### src/rtl/ipc_pkg.sv
package ipc_pkg;
  localparam int PRIO_W = 8;
  localparam int NUM_W  = 24;
  localparam int WORD_W = PRIO_W + NUM_W;
  localparam logic [PRIO_W-1:0] PRIO_NONE = '1;

  typedef enum logic [1:0] {
    OP_ACCEPT  = 2'd0,
    OP_EOI     = 2'd1,
    OP_SET_CUR = 2'd2,
    OP_SET_IPI = 2'd3
  } op_kind_e;

  // a candidate wins the slot when it beats the current level and the occupant
  function automatic logic beats_slot(input logic [PRIO_W-1:0] cand,
                                      input logic [PRIO_W-1:0] cur,
                                      input logic occ,
                                      input logic [PRIO_W-1:0] pend);
    return (cand < cur) && !(occ && (pend <= cand));
  endfunction

  // tightening the current level hides the pending entry
  function automatic logic level_masks(input logic [PRIO_W-1:0] new_cur,
                                       input logic [PRIO_W-1:0] old_cur,
                                       input logic occ,
                                       input logic [PRIO_W-1:0] pend);
    return (new_cur < old_cur) && occ && (new_cur <= pend);
  endfunction

  function automatic logic [WORD_W-1:0] pack_word(input logic [PRIO_W-1:0] cur,
                                                  input logic [NUM_W-1:0] num);
    return {cur, num};
  endfunction
endpackage

### src/rtl/ipc_offer_gate.sv
module ipc_offer_gate
  import ipc_pkg::*;
(
  input  logic              ofr_valid,
  input  logic [PRIO_W-1:0] ofr_prio,
  input  logic              op_busy,
  input  logic [PRIO_W-1:0] cur_q,
  input  logic              occ_q,
  input  logic [PRIO_W-1:0] pend_q,
  output logic              take,
  output logic              bounce
);
  always_comb begin
    take   = ofr_valid && !op_busy && beats_slot(ofr_prio, cur_q, occ_q, pend_q);
    bounce = ofr_valid && !take;
  end
endmodule

### src/rtl/ipc_op_unit.sv
module ipc_op_unit
  import ipc_pkg::*;
#(
  parameter int SRC_W   = 2,
  parameter int IPI_NUM = 2
) (
  input  logic              op_valid,
  input  logic [1:0]        op_kind,
  input  logic [WORD_W-1:0] op_wdata,
  input  logic [PRIO_W-1:0] cur_q,
  input  logic [PRIO_W-1:0] ipi_q,
  input  logic [PRIO_W-1:0] pend_q,
  input  logic [NUM_W-1:0]  num_q,
  input  logic              ownv_q,
  input  logic [SRC_W-1:0]  own_q,
  input  logic              irq_q,
  output logic [PRIO_W-1:0] cur_d,
  output logic [PRIO_W-1:0] ipi_d,
  output logic [PRIO_W-1:0] pend_d,
  output logic [NUM_W-1:0]  num_d,
  output logic              ownv_d,
  output logic [SRC_W-1:0]  own_d,
  output logic              irq_d,
  output logic              rej_v,
  output logic [NUM_W-1:0]  rej_n,
  output logic [SRC_W-1:0]  rej_s,
  output logic              eoi_v,
  output logic [NUM_W-1:0]  eoi_n,
  output logic              resend
);
  localparam logic [NUM_W-1:0] IPI_CODE = NUM_W'(IPI_NUM);

  logic              occ;
  logic [PRIO_W-1:0] lo_byte;
  logic [PRIO_W-1:0] hi_byte;
  op_kind_e          kind;

  assign occ     = (num_q != '0);
  assign lo_byte = op_wdata[PRIO_W-1:0];
  assign hi_byte = op_wdata[WORD_W-1 -: PRIO_W];
  assign kind    = op_kind_e'(op_kind);

  always_comb begin
    cur_d  = cur_q;
    ipi_d  = ipi_q;
    pend_d = pend_q;
    num_d  = num_q;
    ownv_d = ownv_q;
    own_d  = own_q;
    irq_d  = irq_q;
    rej_v  = 1'b0;
    rej_n  = num_q;
    rej_s  = own_q;
    eoi_v  = 1'b0;
    eoi_n  = op_wdata[NUM_W-1:0];
    resend = 1'b0;
    if (op_valid) begin
      unique case (kind)
        OP_ACCEPT: begin
          cur_d  = pend_q;
          num_d  = '0;
          pend_d = PRIO_NONE;
          ownv_d = 1'b0;
          irq_d  = 1'b0;
        end
        OP_EOI: begin
          cur_d = hi_byte;
          eoi_v = 1'b1;
          if (!occ) begin
            resend = 1'b1;
            if (ipi_q < hi_byte) begin
              num_d  = IPI_CODE;
              pend_d = ipi_q;
              ownv_d = 1'b0;
              irq_d  = 1'b1;
            end
          end
        end
        OP_SET_CUR: begin
          cur_d = lo_byte;
          if (lo_byte < cur_q) begin
            if (level_masks(lo_byte, cur_q, occ, pend_q)) begin
              num_d  = '0;
              pend_d = PRIO_NONE;
              ownv_d = 1'b0;
              irq_d  = 1'b0;
              rej_v  = ownv_q;
            end
          end else if (!occ) begin
            resend = 1'b1;
            if (ipi_q < lo_byte) begin
              num_d  = IPI_CODE;
              pend_d = ipi_q;
              ownv_d = 1'b0;
              irq_d  = 1'b1;
            end
          end
        end
        OP_SET_IPI: begin
          ipi_d = lo_byte;
          if (beats_slot(lo_byte, cur_q, occ, pend_q)) begin
            rej_v  = occ && ownv_q;
            num_d  = IPI_CODE;
            pend_d = lo_byte;
            ownv_d = 1'b0;
            irq_d  = 1'b1;
          end
        end
        default: ;
      endcase
    end
  end
endmodule

### src/rtl/intr_present_ctl.sv
module intr_present_ctl
  import ipc_pkg::*;
#(
  parameter int SRC_W   = 2,
  parameter int IPI_NUM = 2
) (
  input  logic              clk,
  input  logic              rst_n,
  input  logic              ofr_valid,
  input  logic [NUM_W-1:0]  ofr_num,
  input  logic [PRIO_W-1:0] ofr_prio,
  input  logic [SRC_W-1:0]  ofr_src,
  output logic              ofr_take,
  output logic              ofr_rej,
  input  logic              op_valid,
  input  logic [1:0]        op_kind,
  input  logic [WORD_W-1:0] op_wdata,
  output logic [WORD_W-1:0] st_word,
  output logic              irq_out,
  output logic              rej_valid,
  output logic [NUM_W-1:0]  rej_num,
  output logic [SRC_W-1:0]  rej_src,
  output logic              eoi_valid,
  output logic [NUM_W-1:0]  eoi_num,
  output logic              resend_req
);
  logic [PRIO_W-1:0] cur_q, ipi_q, pend_q;
  logic [NUM_W-1:0]  num_q;
  logic              ownv_q, irq_q;
  logic [SRC_W-1:0]  own_q;

  logic [PRIO_W-1:0] op_cur, op_ipi, op_pend;
  logic [NUM_W-1:0]  op_num;
  logic              op_ownv, op_irq;
  logic [SRC_W-1:0]  op_own;
  logic              op_rej_v;
  logic [NUM_W-1:0]  op_rej_n;
  logic [SRC_W-1:0]  op_rej_s;

  logic [PRIO_W-1:0] cur_d, ipi_d, pend_d;
  logic [NUM_W-1:0]  num_d;
  logic              ownv_d, irq_d;
  logic [SRC_W-1:0]  own_d;

  // named events for the checker
  logic slot_occ;
  logic displace_evt;

  assign slot_occ     = (num_q != '0);
  assign displace_evt = ofr_take && slot_occ && ownv_q;

  ipc_offer_gate u_gate (
    .ofr_valid (ofr_valid),
    .ofr_prio  (ofr_prio),
    .op_busy   (op_valid),
    .cur_q     (cur_q),
    .occ_q     (slot_occ),
    .pend_q    (pend_q),
    .take      (ofr_take),
    .bounce    (ofr_rej)
  );

  ipc_op_unit #(.SRC_W(SRC_W), .IPI_NUM(IPI_NUM)) u_ops (
    .op_valid (op_valid),
    .op_kind  (op_kind),
    .op_wdata (op_wdata),
    .cur_q    (cur_q),
    .ipi_q    (ipi_q),
    .pend_q   (pend_q),
    .num_q    (num_q),
    .ownv_q   (ownv_q),
    .own_q    (own_q),
    .irq_q    (irq_q),
    .cur_d    (op_cur),
    .ipi_d    (op_ipi),
    .pend_d   (op_pend),
    .num_d    (op_num),
    .ownv_d   (op_ownv),
    .own_d    (op_own),
    .irq_d    (op_irq),
    .rej_v    (op_rej_v),
    .rej_n    (op_rej_n),
    .rej_s    (op_rej_s),
    .eoi_v    (eoi_valid),
    .eoi_n    (eoi_num),
    .resend   (resend_req)
  );

  always_comb begin
    cur_d  = op_cur;
    ipi_d  = op_ipi;
    pend_d = op_pend;
    num_d  = op_num;
    ownv_d = op_ownv;
    own_d  = op_own;
    irq_d  = op_irq;
    if (ofr_take) begin
      num_d  = ofr_num;
      pend_d = ofr_prio;
      ownv_d = 1'b1;
      own_d  = ofr_src;
      irq_d  = 1'b1;
    end
  end

  // an offer is taken only without an op, so the two reject causes never meet
  assign rej_valid = op_rej_v || displace_evt;
  assign rej_num   = op_rej_v ? op_rej_n : num_q;
  assign rej_src   = op_rej_v ? op_rej_s : own_q;

  always_ff @(posedge clk) begin
    if (!rst_n) begin
      cur_q  <= '0;
      ipi_q  <= PRIO_NONE;
      pend_q <= PRIO_NONE;
      num_q  <= '0;
      ownv_q <= 1'b0;
      own_q  <= '0;
      irq_q  <= 1'b0;
    end else begin
      cur_q  <= cur_d;
      ipi_q  <= ipi_d;
      pend_q <= pend_d;
      num_q  <= num_d;
      ownv_q <= ownv_d;
      own_q  <= own_d;
      irq_q  <= irq_d;
    end
  end

  assign st_word = pack_word(cur_q, num_q);
  assign irq_out = irq_q;
endmodule

### config.mk
export PLATFORM = sky130hd
export DESIGN_NAME = intr_present_ctl
export DESIGN_NICKNAME = d
export VERILOG_FILES = /design/src/rtl/ipc_pkg.sv /design/src/rtl/ipc_offer_gate.sv /design/src/rtl/ipc_op_unit.sv /design/src/rtl/intr_present_ctl.sv
export SDC_FILE = /design/constraint.sdc
export NUM_CORES = 1
export LEC_CHECK = 0
export BUFFER_PORTS_ARGS = -buffer_cell sky130_fd_sc_hd__buf_2
export CAP_MARGIN = 5
export CORE_MARGIN = 10
export CORE_UTILIZATION = 53
export CTS_CLUSTER_SIZE = 40
export DETAILED_ROUTE_END_ITERATION = 6
export GPL_TIMING_DRIVEN = 0
export PLACE_DENSITY = 0.89
export SLEW_MARGIN = 15
export SYNTH_ARGS = -nofsm -noshare
export SYNTH_HDL_FRONTEND = slang
export SYNTH_SLANG_ARGS = --single-unit
### constraint.sdc
create_clock -name clk -period 6.31 [get_ports clk]
set_clock_uncertainty 0.15 [all_clocks]
set_input_delay 0.631 -clock clk [delete_from_list [all_inputs] [get_ports clk]]
set_output_delay 0.631 -clock clk [all_outputs]
set_load 0.01 [all_outputs]
### After elaboration in Yosys (flattened, before gate mapping)

Index checks and enable logic that the tools add are counted.
Widths: inputs -> output; s select.

* register bits after elaboration: 52
* bits of input ports: 72
* output and inout bits: 88
* logic and storage cells: 98

* order comparisons: 7
* eq/ne operators: 9
* multiplexer cells: 51
* reduce and logical (&&, ||, !) cells: 24

Operator list (number)
* $mux 24: 9
* $pmux 24 s4: 1
* $mux 8: 9
* $lt 8x8->1: 4
* $pmux 8 s4: 1
* $mux 1: 26
* $le 8x8->1: 3
* $pmux 8 s3: 1
* $reduce_bool 24->1: 1
* $logic_and 1x1->1: 12
* $pmux 1 s4: 2
* $reduce_and 7->1: 1
* $ne 3x2->1 const B: 2
* $eq 2x2->1 const B: 2
* $logic_not 1->1: 4
* $ne 4x2->1 const B: 1
* $ne 4x3->1 const B: 1
* $ne 4x4->1 const B: 1
* $pmux 1 s2: 2
* $reduce_and 2->1: 2
* $ne 3x3->1 const B: 1
* $reduce_bool 3->1: 1
* $eq 2x1->1 const B: 1
* $logic_not 2->1: 1
* 2 further kinds: 2

### Logic depth before layout (Yosys ltp)

* depth in word-level cells: 8
* depth in mapped cells: 11
* depth with buffers taken out: 10

### Cells and area by module

A second synthesis with hierarchy kept.

* cell total of the unflattened synthesis: 565
* area total of the unflattened synthesis: 4769.6 sq um

Modules (own cells, without submodules)
* ipc_op_unit: instances 1, cells an instance 322, area an instance 2203.4 sq um, seq. area each 0.0 sq um
* intr_present_ctl: instances 1, cells an instance 187, area an instance 2155.8 sq um, seq. area each 1041.0 sq um
* ipc_offer_gate: instances 1, cells an instance 56, area an instance 410.4 sq um, seq. area each 0.0 sq um

### Worst setup path before layout

OpenSTA, ideal clock, no wires.

* path type: input-to-output
* start: in ofr_prio[7]
* end: out ofr_rej
* arrival: 2291 ps
* data required time: 5529 ps
* slack: 3238 ps
* stages: 10
* path buffers: 2
* cells stage by stage: inv_1 -> ha_1 -> nand4_1 -> nor3_1 -> nor2_1 -> a211oi_2 -> or2_1 -> buf_2 -> buf_2 -> and2_1

* word-level cells in the longest chain between the ends: 7
* elaborated cells between the ends (all ways): 8
* those cells by class: 2 x order compare; 6 x reduce/logical

RTL lines
* start: declaration: line intr_present_ctl.sv:11 `input logic [PRIO_W-1:0] ofr_prio,`
* $le 8x8->1: line ipc_pkg.sv:19 `return (cand < cur) && !(occ && (pend <= cand));`
* $logic_and 1x1->1: line ipc_pkg.sv:19
* $logic_not 1->1: line ipc_pkg.sv:19
* $logic_and 1x1->1 *: line ipc_pkg.sv:19
* $logic_and 1x1->1 *: line ipc_offer_gate.sv:14 `take = ofr_valid && !op_busy && beats_slot(ofr_prio, cur_q, occ_q, pend_q);`
* $logic_not 1->1 *: line ipc_offer_gate.sv:15 `bounce = ofr_valid && !take;`
* $logic_and 1x1->1 *: line ipc_offer_gate.sv:15
* end: declaration: line intr_present_ctl.sv:14 `output logic ofr_rej,`

Every way passes the cells marked *; elsewhere a longest branch is shown, timed or not.

### Final worst setup path

Same ends and word-level chain as after synthesis.

==> flow_summary.json <==
{
  "io_pins": 160,
  "synth_edf_count": 0,
  "busiest_layer": "met2",
  "cp.arrival_ns": 2.78,
  "clk_latency_ns": 0.32,
  "hold_path_class": "reg -> reg",
  "netlist.area_leader.share": 0.274,
  "syn_nets": 569,
  "area_growth_pct": 24.4,
  "vias": 3800,
  "syn_area_per_cell_um2": 8.45,
  "hold_end": "own_q[0]",
  "grt_pass1_vias": 3848,
  "clockBufferDepth": 2,
  "chipWidth_um": 105,
  "antenna_cells": 0,
  "gp_congestion": 0.897,
  "holdPathStages": 2,
  "yosys.area.top_type": "dfxtp_1",
  "tightest_slew_ns": 0.578,
  "antenna_left": 0,
  "ys_warn_count": 0,
  "fin_nets": 719,
  "power_uw": 901,
  "cts_tree": "yes",
  "drt-initial-drc-count": 219,
  "clock-sinks": 52,
  "fillers": 604,
  "fin_tns_setup_ns": 0,
  "syn_inst": 449,
  "die_area_um2": 10900,
  "postCtsSetupRepairBufs": 0,
  "crit_path_start_kind": "primary input",
  "regArea_um2": 1040,
  "met2_usage": 0.359,
  "antenna_found_initial": 0,
  "hold_buffers": 0,
  "worstPathRequired_ns": 5.53,
  "cts_buffers": 5,
  "clk_pin_slew_ns": 0.10,
  "cts_resized": 0,
  "yosys_most_used_dff": "dfxtp_1",
  "fin_area_um2": 4720,
  "grt_start_max_net_pins": 18,
  "ys_types": 48,
  "synthArstFlopShare": 0,
  "reg2reg_depth": 10,
  "hold_viol": 0,
  "hpwlAfterDp_um": 10200,
  "syn-cell-area_um2": 3790,
  "initial_core_util": 0.552,
  "post_drt_via_cell_ratio": 5.46,
  "met1_usage": 0.243,
  "yosysMostFrequentCell": "dfxtp_1",
  "outcome": "complete, no violations",
  "powerDensity_nw_per_um2": 191,
  "dr.pass1.iters": 5,
  "cp_max_fo": 10,
  "dpl-instance-area_um2": 4630,
  "grt_overflow": 0,
  "use_met3": 0.0491,
  "drt_wl_total_um": 11800,
  "drv_slew": 0,
  "avgRoutedWirePerCell_um": 17.0,
  "rsz0062_at_grt": "no",
  "ir_drop_mv": 0.0957,
  "final_layout_size_suffix_gt1_frac": 0.365,
  "grt_pass1_wl_um": 19000,
  "root_buffer": "clkbuf_8",
  "setup_viol": 0,
  "synth_area_leaders": "dfxtp_1, ha_1, buf_4",
  "fmax_ghz": 0.281,
  "numPortBuffers": 143,
  "core_area_um2": 6870,
  "rrSetupSlack_ns": 3.48,
  "drc": 0,
  "min_from": "own_q[0]",
  "track_usage": 0.207,
  "timing.rr.end": "num_q[1]",
  "die_h_um": 105,
  "yosys_register_bits": 52,
  "rows": 30,
  "slew_headroom": 0.613,
  "min_period_ns": 3.56,
  "multiInputGateArea_um2": 2130,
  "synth_common_cells": "dfxtp_1, buf_4, ha_1",
  "yosysSeqAreaShare": 0.274,
  "worstSetupPathType": "in -> out",
  "p_leak_nw": 2.55,
  "fin_crit_sh": 0.564,
  "critPathCaptureType": "primary output",
  "cts-htree-levels": 2,
  "r2r-start": "cur_q[2]",
  "maxCapViolCount": 0
}
-- registers in the layout, indices dropped and copies added, names as in the netlist --
name and flops:
ownv_q 1, ipi_q 8, pend_q 8, own_q 2, cur_q 8, num_q 24, irq_out 1
-- through the flow --
stage               hold slack (ns)  cells  utilization  setup WS (ns)
finish                        0.306    696        0.687           2.75
global route                  0.334    696        0.687           2.55
CTS                           0.309    696        0.687           2.76
detailed placement            0.294    688        0.674           2.77
global placement              0.291    688        0.674           2.78
floorplan                     0.304    449            -           3.24
-- power breakdown --
part | switching [mW] | total, mW | leakage, nW | internal, mW
registers | 0.0249 | 0.376 | 0.424 | 0.351
clock network | 0.122 | 0.202 | 0.0485 | 0.0799
logic | 0.182 | 0.322 | 2.08 | 0.141
-- worst max path at each step --
stage / from / endpoint / slack (ns) / depth (start not counted)
2_1_floorplan: ofr_prio[7] / ofr_rej / 3.24 / 10
3_5_place_dp: ofr_prio[7] / ofr_rej / 2.77 / 12
4_1_cts: ofr_prio[7] / ofr_rej / 2.76 / 12
3_3_place_gp: ofr_prio[7] / ofr_rej / 2.78 / 12
6_report: ofr_prio[7] / ofr_rej / 2.75 / 12
5_1_grt: ofr_prio[6] / ofr_rej / 2.55 / 12
-- routing by layer --
metal | vias up | routed length [um]
li1 | 1872 | -
met1 | 1730 | 4820
met2 | 178 | 5840
met3 | 20 | 947
met4 | 0 | 225
met5 | - | 0
-- worst max-delay path, cell delays in order --
cell      delay (ns)
buf_2           0.11
inv_1           0.05
ha_1            0.31
nand4_1         0.13
nor3_1          0.26
nor2_1          0.09
a211oi_2        0.34
or2_1           0.14
buf_2           0.19
buf_2           0.26
and2_1          0.15
buf_2           0.12
-- cells in the final DEF, fill, tap and decap left out, types with 3 or more instances in the layout --
cell and n:
a22o_1 24, a211oi_1 26, o211a_1 3, o21a_1 3
clkbuf_1 12, a211o_1 3, nor2_1 24, nand2_1 26
clkbuf_8 5, dfxtp_1 52, nand3_1 4, nor3_1 10
o21ai_0 12, a21oi_1 26, nand4_1 6, ha_1 48
nor4_1 6, inv_1 45, nor2b_1 5, buf_4 48
o211ai_1 9, a21o_1 3, buf_2 148, a22oi_1 16
-- logic make-up (layout without fill, tap and decap cells) --
logic type | after synthesis | in the layout | synth area share
flops | 52 | 52 | 0.274
simple gates | 95 | 95 | 0.126
buf+inv | 113 | 264 | 0.165
compound gates | 141 | 141 | 0.277
fa+ha+maj | 48 | 48 | 0.158
-- cell type report --
cell class                 instances  share of cell area
multi-input combinational        284               0.451
clock buffer                       5              0.0146
sequential                        52               0.220
inverter                          45              0.0358
buffer                            68              0.0967
clock inverter                     3             0.00477
timing repair buffer             143               0.152
tap                               96              0.0254
No activity file was read; power rests on OpenSTA's default activity.
